**config.mk**
```make
export PLATFORM = sky130hd
export DESIGN_NAME = thrdac_bridge
export DESIGN_NICKNAME = d
export VERILOG_FILES = /design/src/rtl/thrdac_pkg.sv /design/src/rtl/thrdac_packer.sv /design/src/rtl/thrdac_shifter.sv /design/src/rtl/thrdac_retbuf.sv /design/src/rtl/thrdac_bridge.sv
export SDC_FILE = /design/constraint.sdc
export NUM_CORES = 1
export LEC_CHECK = 0
export BUFFER_PORTS_ARGS = -buffer_cell sky130_fd_sc_hd__buf_4
export CORE_ASPECT_RATIO = 1.1
export CORE_MARGIN = 1.5
export CORE_UTILIZATION = 40
export CTS_CLUSTER_SIZE = 16
export DETAILED_ROUTE_END_ITERATION = 7
export SLEW_MARGIN = 20
export SYNTH_ARGS = -nofsm -noshare
export SYNTH_HDL_FRONTEND = slang
export SYNTH_HIERARCHICAL = 1
export SYNTH_SLANG_ARGS = --single-unit
```
**constraint.sdc**
```tcl
create_clock -name clk -period 3.3 [get_ports clk]
set_input_delay 0.99 -clock clk [delete_from_list [all_inputs] [get_ports clk]]
set_output_delay 0.99 -clock clk [all_outputs]
set_load 0.1 [all_outputs]
```
**src/rtl/thrdac_pkg.sv**
```systemverilog
package thrdac_pkg;

  localparam int CMD_W  = 24;
  localparam int CAP_W  = 32;
  localparam int BYTE_W = 8;

  // Force the fixed fields of a command; a read request clears its data field.
  function automatic logic [CMD_W-1:0] frame_fix(input logic [CMD_W-1:0] raw);
    logic [CMD_W-1:0] w;
    w       = raw;
    w[23]   = 1'b0;
    w[21:20] = 2'b00;
    w[1:0]  = 2'b00;
    if (w[22]) w[13:2] = '0;
    return w;
  endfunction

  // Serial clock count of a transfer.
  function automatic int unsigned frame_bits(input logic is_read);
    return is_read ? CAP_W : CMD_W;
  endfunction

  // Byte number idx of a captured word, counted from the first bit in.
  function automatic logic [BYTE_W-1:0] byte_pick(input logic [CAP_W-1:0] v,
                                                  input logic [1:0] idx);
    logic [CAP_W-1:0] s;
    s = v << {idx, 3'b000};
    return s[CAP_W-1 -: BYTE_W];
  endfunction

endpackage

```
**src/rtl/thrdac_packer.sv**
```systemverilog
module thrdac_packer #(
  parameter int SUB_W = 2
) (
  input  logic             clk,
  input  logic             rst_n,
  input  logic             wr_en,
  input  logic [SUB_W-1:0] wr_sub,
  input  logic [7:0]       wr_data,
  input  logic             busy,
  output logic             start,
  output logic [SUB_W-1:0] start_sub,
  output logic [23:0]      start_word,
  output logic             overrun
);

  logic [1:0]       cnt;
  logic [SUB_W-1:0] sub_r;
  logic [15:0]      acc;

  wire accept = wr_en && !busy;
  wire same   = (wr_sub == sub_r);

  assign start      = accept && (cnt == 2'd2) && same;
  assign start_sub  = wr_sub;
  assign start_word = {acc, wr_data};

  always_ff @(posedge clk or negedge rst_n) begin
    if (!rst_n) begin
      cnt     <= '0;
      sub_r   <= '0;
      acc     <= '0;
      overrun <= 1'b0;
    end else begin
      if (wr_en && busy) overrun <= 1'b1;
      if (accept) begin
        if (cnt == 2'd0 || !same) begin
          acc[15:8] <= wr_data;
          sub_r     <= wr_sub;
          cnt       <= 2'd1;
        end else if (cnt == 2'd1) begin
          acc[7:0] <= wr_data;
          cnt      <= 2'd2;
        end else begin
          cnt <= 2'd0;
        end
      end
    end
  end

  assert_cnt_range_R2: assert property (@(posedge clk) disable iff (!rst_n)
    cnt != 2'd3);
  assert_busy_hold_R8: assert property (@(posedge clk) disable iff (!rst_n)
    busy |=> $stable(cnt));
  assert_ovr_sticky_R8: assert property (@(posedge clk) disable iff (!rst_n)
    overrun |=> overrun);

endmodule

```
**src/rtl/thrdac_shifter.sv**
```systemverilog
module thrdac_shifter
  import thrdac_pkg::*;
#(
  parameter int SUB_W = 2,
  parameter int HALF  = 2
) (
  input  logic             clk,
  input  logic             rst_n,
  input  logic             start,
  input  logic [SUB_W-1:0] start_sub,
  input  logic [CMD_W-1:0] start_word,
  input  logic             miso_in,
  output logic             busy,
  output logic [SUB_W-1:0] link,
  output logic             sclk_o,
  output logic             mosi_o,
  output logic             done,
  output logic             rd_frame,
  output logic [CAP_W-1:0] cap
);

  localparam int DW = (HALF > 1) ? $clog2(HALF) : 1;
  localparam int PW = $clog2(2 * CAP_W);

  logic [DW-1:0]    div_cnt;
  logic [PW-1:0]    ph;
  logic [CAP_W-1:0] sh_out;

  wire tick = busy && (div_cnt == DW'(HALF - 1));
  wire last = (ph == PW'(2 * frame_bits(rd_frame) - 1));

  assign done   = tick && last;
  assign mosi_o = sh_out[CAP_W-1];

  always_ff @(posedge clk or negedge rst_n) begin
    if (!rst_n) begin
      busy     <= 1'b0;
      link     <= '0;
      sclk_o   <= 1'b0;
      sh_out   <= '0;
      cap      <= '0;
      div_cnt  <= '0;
      ph       <= '0;
      rd_frame <= 1'b0;
    end else if (start) begin
      busy     <= 1'b1;
      link     <= start_sub;
      sclk_o   <= 1'b0;
      sh_out   <= {frame_fix(start_word), 8'h00};
      rd_frame <= start_word[22];
      div_cnt  <= '0;
      ph       <= '0;
    end else if (busy) begin
      div_cnt <= tick ? '0 : div_cnt + 1'b1;
      if (tick) begin
        if (last) begin
          busy   <= 1'b0;
          sclk_o <= 1'b0;
          sh_out <= '0;
        end else begin
          ph     <= ph + 1'b1;
          sclk_o <= ~sclk_o;
          if (sclk_o) sh_out <= sh_out << 1;
          else        cap    <= {cap[CAP_W-2:0], miso_in};
        end
      end
    end
  end

  assert_sclk_on_tick_R5: assert property (@(posedge clk) disable iff (!rst_n)
    (busy && !tick) |=> $stable(sclk_o) && $stable(mosi_o));
  assert_end_from_high_R5: assert property (@(posedge clk) disable iff (!rst_n)
    done |-> sclk_o);
  assert_idle_quiet_R10: assert property (@(posedge clk) disable iff (!rst_n)
    !busy |-> !sclk_o && !mosi_o);

endmodule

```
**src/rtl/thrdac_retbuf.sv**
```systemverilog
module thrdac_retbuf
  import thrdac_pkg::*;
(
  input  logic             clk,
  input  logic             rst_n,
  input  logic             load,
  input  logic [CAP_W-1:0] din,
  input  logic             rd_en,
  output logic [7:0]       rd_data
);

  logic [CAP_W-1:0] ret;
  logic [1:0]       ptr;

  assign rd_data = byte_pick(ret, ptr);

  always_ff @(posedge clk or negedge rst_n) begin
    if (!rst_n) begin
      ret <= '0;
      ptr <= '0;
    end else if (load) begin
      ret <= din;
      ptr <= '0;
    end else if (rd_en) begin
      ptr <= ptr + 1'b1;
    end
  end

  assert_ptr_reset_R7: assert property (@(posedge clk) disable iff (!rst_n)
    load |=> (ptr == 2'd0));
  assert_hold_byte_R6: assert property (@(posedge clk) disable iff (!rst_n)
    (!load && !rd_en) |=> $stable(rd_data));

endmodule

```
**src/rtl/thrdac_bridge.sv**
```systemverilog
module thrdac_bridge
  import thrdac_pkg::*;
#(
  parameter int NLINK = 4,
  parameter int HALF  = 2
) (
  input  logic                     clk,
  input  logic                     rst_n,
  input  logic                     wr_en,
  input  logic [$clog2(NLINK)-1:0] wr_sub,
  input  logic [7:0]               wr_data,
  input  logic                     rd_en,
  output logic [7:0]               rd_data,
  input  logic [$clog2(NLINK)-1:0] rb_sel,
  output logic                     busy,
  output logic                     overrun,
  output logic [NLINK-1:0]         cs_n,
  output logic [NLINK-1:0]         sclk,
  output logic [NLINK-1:0]         mosi,
  input  logic [NLINK-1:0]         miso
);

  localparam int SUB_W = $clog2(NLINK);

  logic             start;
  logic [SUB_W-1:0] start_sub;
  logic [CMD_W-1:0] start_word;
  logic [SUB_W-1:0] link;
  logic             sclk_c, mosi_c, done, rd_frame;
  logic [CAP_W-1:0] cap;

  wire miso_pick = miso[rb_sel];
  wire ret_load  = done && rd_frame;

  thrdac_packer #(.SUB_W(SUB_W)) u_pack (
    .clk(clk), .rst_n(rst_n), .wr_en(wr_en), .wr_sub(wr_sub), .wr_data(wr_data),
    .busy(busy), .start(start), .start_sub(start_sub), .start_word(start_word),
    .overrun(overrun)
  );

  thrdac_shifter #(.SUB_W(SUB_W), .HALF(HALF)) u_shift (
    .clk(clk), .rst_n(rst_n), .start(start), .start_sub(start_sub),
    .start_word(start_word), .miso_in(miso_pick), .busy(busy), .link(link),
    .sclk_o(sclk_c), .mosi_o(mosi_c), .done(done), .rd_frame(rd_frame), .cap(cap)
  );

  thrdac_retbuf u_ret (
    .clk(clk), .rst_n(rst_n), .load(ret_load), .din(cap), .rd_en(rd_en),
    .rd_data(rd_data)
  );

  for (genvar i = 0; i < NLINK; i++) begin : g_link
    wire sel = busy && (link == SUB_W'(i));
    assign cs_n[i] = !sel;
    assign sclk[i] = sel && sclk_c;
    assign mosi[i] = sel && mosi_c;
  end

  assert_start_idle_R8: assert property (@(posedge clk) disable iff (!rst_n)
    start |-> !busy);
  assert_start_opens_R5: assert property (@(posedge clk) disable iff (!rst_n)
    start |=> busy && !cs_n[link] && !sclk[link]);
  assert_one_frame_R1: assert property (@(posedge clk) disable iff (!rst_n)
    $countones(~cs_n) <= 1);

endmodule

```
==> results of run 1 <==
==> power groups by stage <==
| stage | clock network [mW] | logic, mW | registers, mW |
|---|---|---|---|
| floorplan | 0 | 0.154 | 1.53 |
| global placement | 0 | 0.183 | 1.58 |
| detailed placement | 0 | 0.190 | 1.58 |
| CTS | 1.90 | 0.191 | 1.55 |
| global route | 1.97 | 0.204 | 1.56 |
| finish | 1.87 | 0.185 | 1.55 |
==> cells in the final DEF, fill, tap and decap left out, types with 8 or more instances in the layout <==
master	count
a21oi_1	15
a2bb2oi_1	11
buf_4	48
clkbuf_16	17
dfrtp_1	117
inv_1	8
mux2_2	47
mux2_4	35
mux4_2	8
nand2_1	24
nor2_1	12
o21ai_0	19
==> worst paths after layout <==
check / slack, ns / from / end
setup / recovery: 0.29 / u_ret/ptr[0]$_DFFE_PN0P_ / rd_data[6]
hold / removal: 0.47 / u_pack/overrun$_DFFE_PN0P_ / u_pack/overrun$_DFFE_PN0P_
setup reg to reg: 0.83 / u_shift/ph[0]$_DFFE_PN0P_ / u_ret/ret[31]$_DFFE_PN0P_
hold reg to reg: 0.47 / u_pack/overrun$_DFFE_PN0P_ / u_pack/overrun$_DFFE_PN0P_
max in group asynchronous: 2.01 / rst_n / u_pack/acc[8]$_DFFE_PN0P_
min in group asynchronous: 0.64 / rst_n / u_ret/ret[21]$_DFFE_PN0P_
==> worst register-to-register path, cell delays in order (launching register included) <==
cell	delay [ns]
dfrtp_1	0.41
ha_1	0.22
and4_1	0.34
nand2_1	0.15
nor2_1	0.25
and2_1	0.17
buf_4	0.40
mux2_2	0.41
==> registers in the layout (all words and copies together), names as in the netlist <==
| signal | count |
|---|---|
| u_shift/link | 2 |
| u_shift/sh_out | 22 |
| u_pack/acc | 13 |
| u_shift/div_cnt | 1 |
| u_shift/cap | 32 |
| u_shift/sclk_o | 1 |
| u_shift/busy | 1 |
| u_shift/rd_frame | 1 |
| u_ret/ret | 32 |
| u_pack/sub_r | 2 |
| u_shift/ph | 6 |
| u_pack/cnt | 2 |
| u_ret/ptr | 2 |
| u_pack/overrun | 1 |
==> per-layer routing <==
| layer | up-vias | GRT usage | wire length, µm |
|---|---|---|---|
| li1 | 1481 | - | - |
| met1 | 1669 | 0.2071 | 4600 |
| met2 | 55 | 0.2371 | 4956 |
| met3 | 14 | 0.04363 | 307 |
| met4 | 0 | 0.05588 | 143 |
| met5 | - | 0 | 0 |
==> area by class of cell <==
type	instances	area (µm²)	area share
inverter	8	30.03	0.004686
sequential	118	2954	0.4610
multi-input combinational	235	2195	0.3424
clock inverter	13	155.1	0.02421
tap	161	201.4	0.03143
timing repair buffer	51	420.4	0.06560
clock buffer	19	452.9	0.07068
==> metrics by stage <==
| stage | util | total power [mW] | area, µm² |
|---|---|---|---|
| floorplan | - | 1.679 | 5420 |
| global placement | 0.4390 | 1.759 | 5801 |
| detailed placement | 0.4390 | 1.768 | 5801 |
| CTS | 0.4850 | 3.641 | 6409 |
| global route | 0.4850 | 3.729 | 6409 |
| finish | 0.4850 | 3.607 | 6409 |
==> impl_results.md, run 1 <==
- Status: completed
- Final period utilization: 0.9124
- Worst R2R Path Depth: 7
- Grt ovf: 0
- First-pass GRT wire length: 17190 µm
- GRT Total Usage: 0.1536
- Row count: 44
- Internal Power: 2.813 mW
- Post-cts hold buffer count: 0
- Post-cts resize count: 0
- Clk pwr share: 0.519
- Mapped Cells: 393
- Hold Path Class: flip-flop to flip-flop
- F_max: 332.1 MHz
- Routed wire length: 10010 µm
- IR drop worst, VDD: 0.4047 mV
- CP max stage delay: 0.56 ns
- Fin cells: 605
- Initial Util: 0.4095
- Max transition margin: 0.4071
- Vias in the first global route: 3341
- Port bufs: 41
- Synthesized Nets: 414
- Power density cells: 562.8 mW/mm²
- Clock transition at path regs: 0.06 ns
- CTS tree: built
- Fillers: 1164
- Postcts setup bufs: 0
- Sequential share of power: 0.430
- Placer Congestion: 0.7289
- Max Root-Sink Buffers: 2
- Net Sw Power: 0.7941 mW
- Die Span Y: 125.0 µm
- CP max stage cell: dfrtp_1
- Crit-path cells: buf_4, mux4_2, buf_4
- Mean Syn Cell Area: 13.77 µm²
- Worst EP arrival: 2.02 ns
- Unrepaired setup endpoints after global routing: false
- LEAKAGE: 3.138 nW
- Core area: 0.01321 mm²
- Clock Skews: 0.008209 ns
- Worst Setup End Kind: primary output
- DR WL/cell: 16.54 µm
- Avg Vias per Cell: 5.321
- Max-slew violation count: 0
- Diodes inserted: 0
- CP Buf/Inv Count: 2
- Clock Latency Late Sink: 0.41 ns
- Final Critical Period: 3.011 ns
- Mapped Area: 0.005410 mm²
- Worst setup margin: 0.2892 ns
- Cts bufs inserted: 17
- Die area: 0.01423 mm²
- Delay-heaviest family, CP: flip-flops
- Critical path's most frequent cell: buf_4
- NumNets Final: 452
- Drt pass-1 iters: 4
- CP Data Required Time: 2.31 ns
- Yosys warning count: 6
- Place WS: 0.4534 ns
- Starting DRC count in detailed routing: 190
- CTS HTree Levels: 4
- Largest net degree at the start of global routing: 54
- Root Buffer: clkbuf_16
- Placed Cells: 573
- Final setup fails: 0
- Synth-to-layout area growth: 18.46%
- Detailed Place HPWL: 6384 µm
- Hold path cells: 1
- Initial antenna violation count: 0
- Startpoint types: flip-flop
- Antenna viol nets, final: 0
- Hold slack: 0.4705 ns
- Combinational Power Share: 0.051
- Max-cap violations: 0
- Vias: 3219
- Sw frac: 0.2202
- Proportion of layout cells with a drive suffix above 1: 0.4099
- Ports: 42
- Worst-margin pin slew: 0.8876 ns
- CP max FO: 7
- Drt drc: 0
- Chip Width: 113.9 µm
- Count of final hold-check violations: 0
- Critical Path Stages: 3
- Sink Count: 118
- Setup TNS: 0 ns
- Kind of critical path: flip-flop to primary output
No activity file was read; power rests on OpenSTA's default activity.
==> inputs of run 2 (changes only) <==
Settings changed: CORE_MARGIN 1.5 to unset.
==> run 2 against run 1 <==
First-iteration DRC count is 36% lower; register-to-register slack better by 0.02 ns; non-clock buffer count is 1 lower; critical endpoint unchanged; largest cell class unchanged.
==> impl_results.md, run 2 (synthesis results as in run 1) <==
- CP Data Required Time: 2.31 ns (about the same)
- Drt drc: 0 (unchanged)
- Detailed Place HPWL: 6343 µm (-0.64%)
- Chip Width: 112.9 µm (-0.88%)
- Drt pass-1 iters: 7 (+3)
- Largest registers: u_ret/ret x32, u_shift/cap x32, u_shift/sh_out x22
- Port bufs: 41 (unchanged)
- Grt ovf: 0 (unchanged)
- Core area: 0.01321 mm² (unchanged)
- Diodes inserted: 0 (unchanged)
- Vias in the first global route: 3281 (-1.8%)
- Cts bufs inserted: 17 (unchanged)
- GRT Total Usage: 0.1594 (+0.005757)
- Postcts setup bufs: 0 (unchanged)
- Worst EP arrival: 1.95 ns (-0.07 ns)
- Max Root-Sink Buffers: 2 (unchanged)
- CP Buf/Inv Count: 2 (unchanged)
- Kind of critical path: flip-flop to primary output
- Antenna viol nets, final: 0 (unchanged)
- Post-route cell area: 0.006297 mm² (-1.7%)
- Hold slack: 0.4660 ns (-0.004491 ns)
- Clock Skews: 0.01023 ns (+0.002023 ns)
- Clock transition at path regs: 0.05 ns (about the same)
- Multi-input gate area: 0.002195 mm² (unchanged)
- Final setup fails: 0 (unchanged)
- Final period utilization: 0.8905 (-0.02188)
- Largest net degree at the start of global routing: 76 (+41%)
- Net Sw Power: 0.7350 mW (-7.4%)
- Setup TNS: 0 ns (unchanged)
- F_max: 340.3 MHz (+2.5%)
- Most frequent cells in the layout: dfrtp_1, buf_4, mux2_2
- Fin cells: 601 (-0.66%)
- Area post-placement: 0.005781 mm² (-0.35%)
- Worst Setup End Kind: primary output
- First-pass GRT wire length: 17150 µm (-0.24%)
- Status: completed
- Routed wire length: 10060 µm (+0.56%)
- Clock Latency Late Sink: 0.40 ns (about the same)
- Combinational Power Share: 0.055 (+0.004)
- Final Critical Period: 2.939 ns (-0.07220 ns)
- CP max stage cell: mux4_2
- Max-cap violations: 0 (unchanged)
- Crit-path cells: buf_4, mux4_2, buf_4
- Sequential share of power: 0.461 (+0.031)
- Synth-to-layout area growth: 16.40%
- Count of final hold-check violations: 0 (unchanged)
- Vias: 3188 (-0.96%)
- Sequential Area: 0.002954 mm² (unchanged)
- Max-slew violation count: 0 (unchanged)
- Overall Power: 3.344 mW (-7.3%)
- Proportion of layout cells with a drive suffix above 1: 0.3977 (-0.01218)
- Starting DRC count in detailed routing: 122 (-36%)
- Unrepaired setup endpoints after global routing: false
- Die Span Y: 124.0 µm (-0.80%)
- Initial Util: 0.4095 (unchanged)
- Max transition margin: 0.4352 (+0.02815)
- LEAKAGE: 3.095 nW (-1.4%)
- NumNets Final: 451 (-0.22%)
- Avg Vias per Cell: 5.304 (-0.30%)
- Commonest non-fill, non-tap cell in the layout: dfrtp_1
- CP max FO: 6 (-1)
- Initial antenna violation count: 0 (unchanged)
- Startpoint types: flip-flop
- Post-cts resize count: 0 (unchanged)
- Placer Congestion: 0.7215 (-1.0%)
- Clk pwr share: 0.484 (-0.035)
- Power density cells: 531.1 mW/mm² (-5.6%)
- IR drop worst, VDD: 0.3623 mV (-10%)
- Root Buffer: clkbuf_16
- Die area: 0.01399 mm² (-1.7%)
- Critical path's most frequent cell: buf_4
- Fillers: 1171 (+0.60%)
- Ports: 42 (unchanged)
- DR WL/cell: 16.74 µm (+1.2%)
- Worst-margin pin slew: 0.8454 ns (-0.04213 ns)
- Post-cts hold buffer count: 0 (unchanged)
- CP max stage delay: 0.54 ns (-0.02 ns)
- Sink Count: 118 (unchanged)
- CTS HTree Levels: 4 (unchanged)
- Internal Power: 2.609 mW (-7.2%)
- Row count: 44 (unchanged)
- Sw frac: 0.2198 (-0.0003868)
- CTS tree: built
- Placed Cells: 572 (-0.17%)
- Hold Path Class: input port to asynchronous set/reset pin
- Delay-heaviest family, CP: multiplexers
==> run 2: cell count changes in the layout (fill, tap and decap cells not counted) <==
cell        before  now
clkbuf_1         0    3
buf_12           3    2
clkinv_4         2    0
bufinv_16        3    0
clkbuf_8         2    4
clkinvlp_4       3    0
==> run 2: worst paths after layout <==
check / startpoint / cells after the start / slack, ns / end
min in group clk: u_pack/overrun$_DFFE_PN0P_ / 1 / 0.47 / u_pack/overrun$_DFFE_PN0P_
worst max-delay path: u_ret/ptr[0]$_DFFE_PN0P_ / 3 / 0.36 / rd_data[6]
worst max register to register: u_shift/ph[0]$_DFFE_PN0P_ / 6 / 0.85 / u_shift/cap[16]$_DFFE_PN0P_
max in group asynchronous: rst_n / 2 / 2.13 / u_shift/busy$_DFF_PN0_
worst min-delay path: rst_n / 1 / 0.47 / u_ret/ret[21]$_DFFE_PN0P_
worst min register to register: u_pack/overrun$_DFFE_PN0P_ / 1 / 0.47 / u_pack/overrun$_DFFE_PN0P_
==> run 2: cell type report <==
| type | instances | share of cell area |
|---|---|---|
| clock buffer | 24 | 0.07808 |
| tap | 161 | 0.03199 |
| sequential | 118 | 0.4691 |
| inverter | 8 | 0.004769 |
| clock inverter | 5 | 0.003974 |
| timing repair buffer | 50 | 0.06358 |
| multi-input combinational | 235 | 0.3485 |
==> run 2: per-layer routing <==
| metal | GRT usage | routed length (µm) | part of all wire |
|---|---|---|---|
| met1 | 0.2107 | 4677 | 0.46 |
| met2 | 0.2508 | 4895 | 0.49 |
| met3 | 0.05012 | 400 | 0.040 |
| met4 | 0.05263 | 90 | 0.0089 |
| met5 | 0 | 0 | 0 |
==> run 2: power by group through the flow <==
stage                     combinational, mW  sequential (mW)  clock, mW
final                                 0.184             1.54       1.62
after global routing                  0.203             1.55       1.72
after CTS                             0.190             1.55       1.66
after detailed placement              0.189             1.57          0
after global placement                0.184             1.57          0
after floorplan                       0.154             1.53          0
==> run 2: stage by stage <==
step           setup slack [ns]  utilization
2_1_floorplan            0.2823            -
3_3_place_gp             0.4557       0.4375
3_5_place_dp             0.3566       0.4375
4_1_cts                  0.3242       0.4766
5_1_grt                  0.2593       0.4766
6_report                 0.3614       0.4766
==> inputs of run 3 (changes only) <==
==> constraint.sdc (replaced) <==
create_clock -name clk -period 3.3 [get_ports clk]
set_input_delay 0.33 -clock clk [delete_from_list [all_inputs] [get_ports clk]]
set_output_delay 0.33 -clock clk [all_outputs]
set_load 0.1 [all_outputs]
==> run 3 against run 2 <==
Sequential power is essentially flat; sequential cell count is the same; combinational power shrank 17%; first-iteration DRC count grew 6.6%; hold slack lost 0.32 ns; sequential share of layout area shrank 0.47 points; register-to-register slack lost 0.19 ns; clock power grew 9.9%; non-clock buffer count is the same; die area is the same; highest routed layer unchanged.
==> impl_results.md, run 3 (synthesis results as in run 1) <==
- GRT Total Usage: 0.1593 (about the same)
- Grt ovf: 0 (unchanged)
- Hold Path Class: input port to flip-flop
- Proportion of layout cells with a drive suffix above 1: 0.4041 (+0.006336)
- Sink Count: 118 (unchanged)
- First-pass GRT wire length: 16820 µm (-1.9%)
- Net Sw Power: 0.7828 mW (+6.5%)
- Clk pwr share: 0.509 (+0.025)
- Multi-input gate area: 0.002195 mm² (unchanged)
- Starting DRC count in detailed routing: 130 (+6.6%)
- IR drop worst, VDD: 0.3953 mV (+9.1%)
- Vias: 3158 (-0.94%)
- Delay-heaviest family, CP: simple AND/OR/NAND/NOR gates
- Crit-path cells: ha_1, and4_1, a21o_1, or3_2, mux2_4
- Synth-to-layout area growth: 17.53%
- Sequential Area: 0.002953 mm² (about the same)
- Sequential share of power: 0.448 (-0.013)
- Placer Congestion: 0.8338 (+16%)
- Unrepaired setup endpoints after global routing: false
- Status: completed
- Worst setup margin: 0.6627 ns (+0.3012 ns)
- Worst EP arrival: 2.93 ns (+0.98 ns)
- CP Buf/Inv Count: 0 (-2)
- Final Critical Period: 2.637 ns (-0.3012 ns)
- Drt drc: 0 (unchanged)
- Most frequent cells in the layout: dfrtp_1, buf_4, mux2_2
- Fillers: 1134 (-3.2%)
- Reg2reg setup slack: 0.66 ns (-0.19 ns)
- Postcts setup bufs: 0 (unchanged)
- Worst R2R Path Depth: 5 (-1)
- Hold path cells: 2
- Placed Cells: 571 (-0.17%)
- CP max stage cell: or3_2
- Port bufs: 41 (unchanged)
- Critical Path Stages: 5 (+2)
- NumNets Final: 451 (unchanged)
- Max-cap violations: 0 (unchanged)
- Clock transition at path regs: 0.06 ns (about the same)
- Initial Util: 0.4095 (unchanged)
- Routed wire length: 9823 µm (-2.4%)
- Commonest non-fill, non-tap cell in the layout: dfrtp_1
- Die area: 0.01399 mm² (unchanged)
- Internal Power: 2.719 mW (+4.2%)
- Place WS: 0.6710 ns (+0.3145 ns)
- Final period utilization: 0.7992 (-0.09128)
- Startpoint types: flip-flop
- Root Buffer: clkbuf_16
- Setup TNS: 0 ns (unchanged)
- Power density cells: 550.7 mW/mm² (+3.7%)
- Core area: 0.01321 mm² (unchanged)
- Largest net degree at the start of global routing: 48 (-37%)
- Cts bufs inserted: 17 (unchanged)
- CP Data Required Time: 3.59 ns (+1.28 ns)
- Max Root-Sink Buffers: 2 (unchanged)
- Chip Width: 112.9 µm (unchanged)
- Combinational Power Share: 0.043 (-0.012)
- Fin cells: 604 (+0.50%)
- LEAKAGE: 3.115 nW (+0.66%)
- Max-slew violation count: 0 (unchanged)
- Die Span Y: 124.0 µm (unchanged)
- CTS HTree Levels: 4 (unchanged)
- Vias in the first global route: 3239 (-1.3%)
- Final setup fails: 0 (unchanged)
- Count of final hold-check violations: 0 (unchanged)
- F_max: 379.2 MHz (+11%)
- DR WL/cell: 16.26 µm (-2.9%)
- Clock Skews: 0.007607 ns (-0.002626 ns)
- Worst-margin pin slew: 1.023 ns (+0.1776 ns)
- Avg Vias per Cell: 5.228 (-1.4%)
- CTS tree: built
- Kind of critical path: flip-flop to flip-flop
- Antenna viol nets, final: 0 (unchanged)
- CP max stage delay: 0.87 ns (+0.33 ns)
- Worst Setup End Kind: flip-flop
- Drt pass-1 iters: 4 (-3)
- Largest registers: u_ret/ret x32, u_shift/cap x32, u_shift/sh_out x22
- Initial antenna violation count: 0 (unchanged)
- Clock Latency Late Sink: 0.41 ns (about the same)
- Diodes inserted: 0 (unchanged)
- Row count: 44 (unchanged)
- Sw frac: 0.2235 (+0.003776)
- CP max FO: 32 (+26)
- Ports: 42 (unchanged)
- Max transition margin: 0.3179 (-0.1173)
- Detailed Place HPWL: 6346 µm (about the same)
[run 3: cell count changes in the layout (fill, tap and decap cells not counted), moves of 2 or more]
cell,before,now
clkinv_4,0,3
clkbuf_1,3,0
clkinv_2,5,3
clkinvlp_4,0,2
[run 3: metal layers]
metal	up-vias	GRT usage	share of wire	wire length, µm
met1	1615	0.2046	0.47	4627
met3	13	0.04720	0.027	263
li1	1485	-	-	-
met2	45	0.2558	0.49	4791
met4	0	0.06168	0.014	140
met5	-	0	0	0
[run 3: metrics by stage]
stage	total power, mW	hold slack [ns]	instance area (µm²)	utilization
final	3.502	0.1474	6359	0.4813
after global routing	3.630	0.1360	6359	0.4813
after CTS	3.553	0.1330	6359	0.4813
after detailed placement	1.754	0.3999	5759	0.4359
after global placement	1.748	0.3970	5759	0.4359
after floorplan	1.679	0.03441	5419	-
[run 3: power by group through the flow]
| stage | registers (mW) | logic, mW | clock network (mW) |
|---|---|---|---|
| after floorplan | 1.53 | 0.154 | 0 |
| after global placement | 1.60 | 0.151 | 0 |
| after detailed placement | 1.60 | 0.155 | 0 |
| after CTS | 1.57 | 0.157 | 1.82 |
| after global routing | 1.58 | 0.170 | 1.88 |
| final | 1.57 | 0.152 | 1.78 |
[run 3: what timing repair did]
item	in CTS	in global routing
hold buffers	1	0
resized for setup	0	0
endpoints found under the hold margin	45	0
[run 3: path summary, 6_finish.rpt]
check | from | to
worst max-delay path | u_shift/ph[0]$_DFFE_PN0P_ | u_shift/cap[18]$_DFFE_PN0P_
worst min-delay path | wr_en | u_pack/overrun$_DFFE_PN0P_
worst max register to register | u_shift/ph[0]$_DFFE_PN0P_ | u_shift/cap[18]$_DFFE_PN0P_
worst min register to register | u_pack/overrun$_DFFE_PN0P_ | u_pack/overrun$_DFFE_PN0P_
max in group asynchronous | rst_n | u_ret/ret[11]$_DFFE_PN0P_
min in group asynchronous | rst_n | u_ret/ret[5]$_DFFE_PN0P_
[run 3: final cells by class]
cell class,instances,area share
multi-input cells,235,0.3451
inverters,8,0.004723
clock inverters,10,0.01495
flip-flops and latches,118,0.4644
clock buffers,22,0.07773
well taps,161,0.03168
repair buffers,50,0.06139
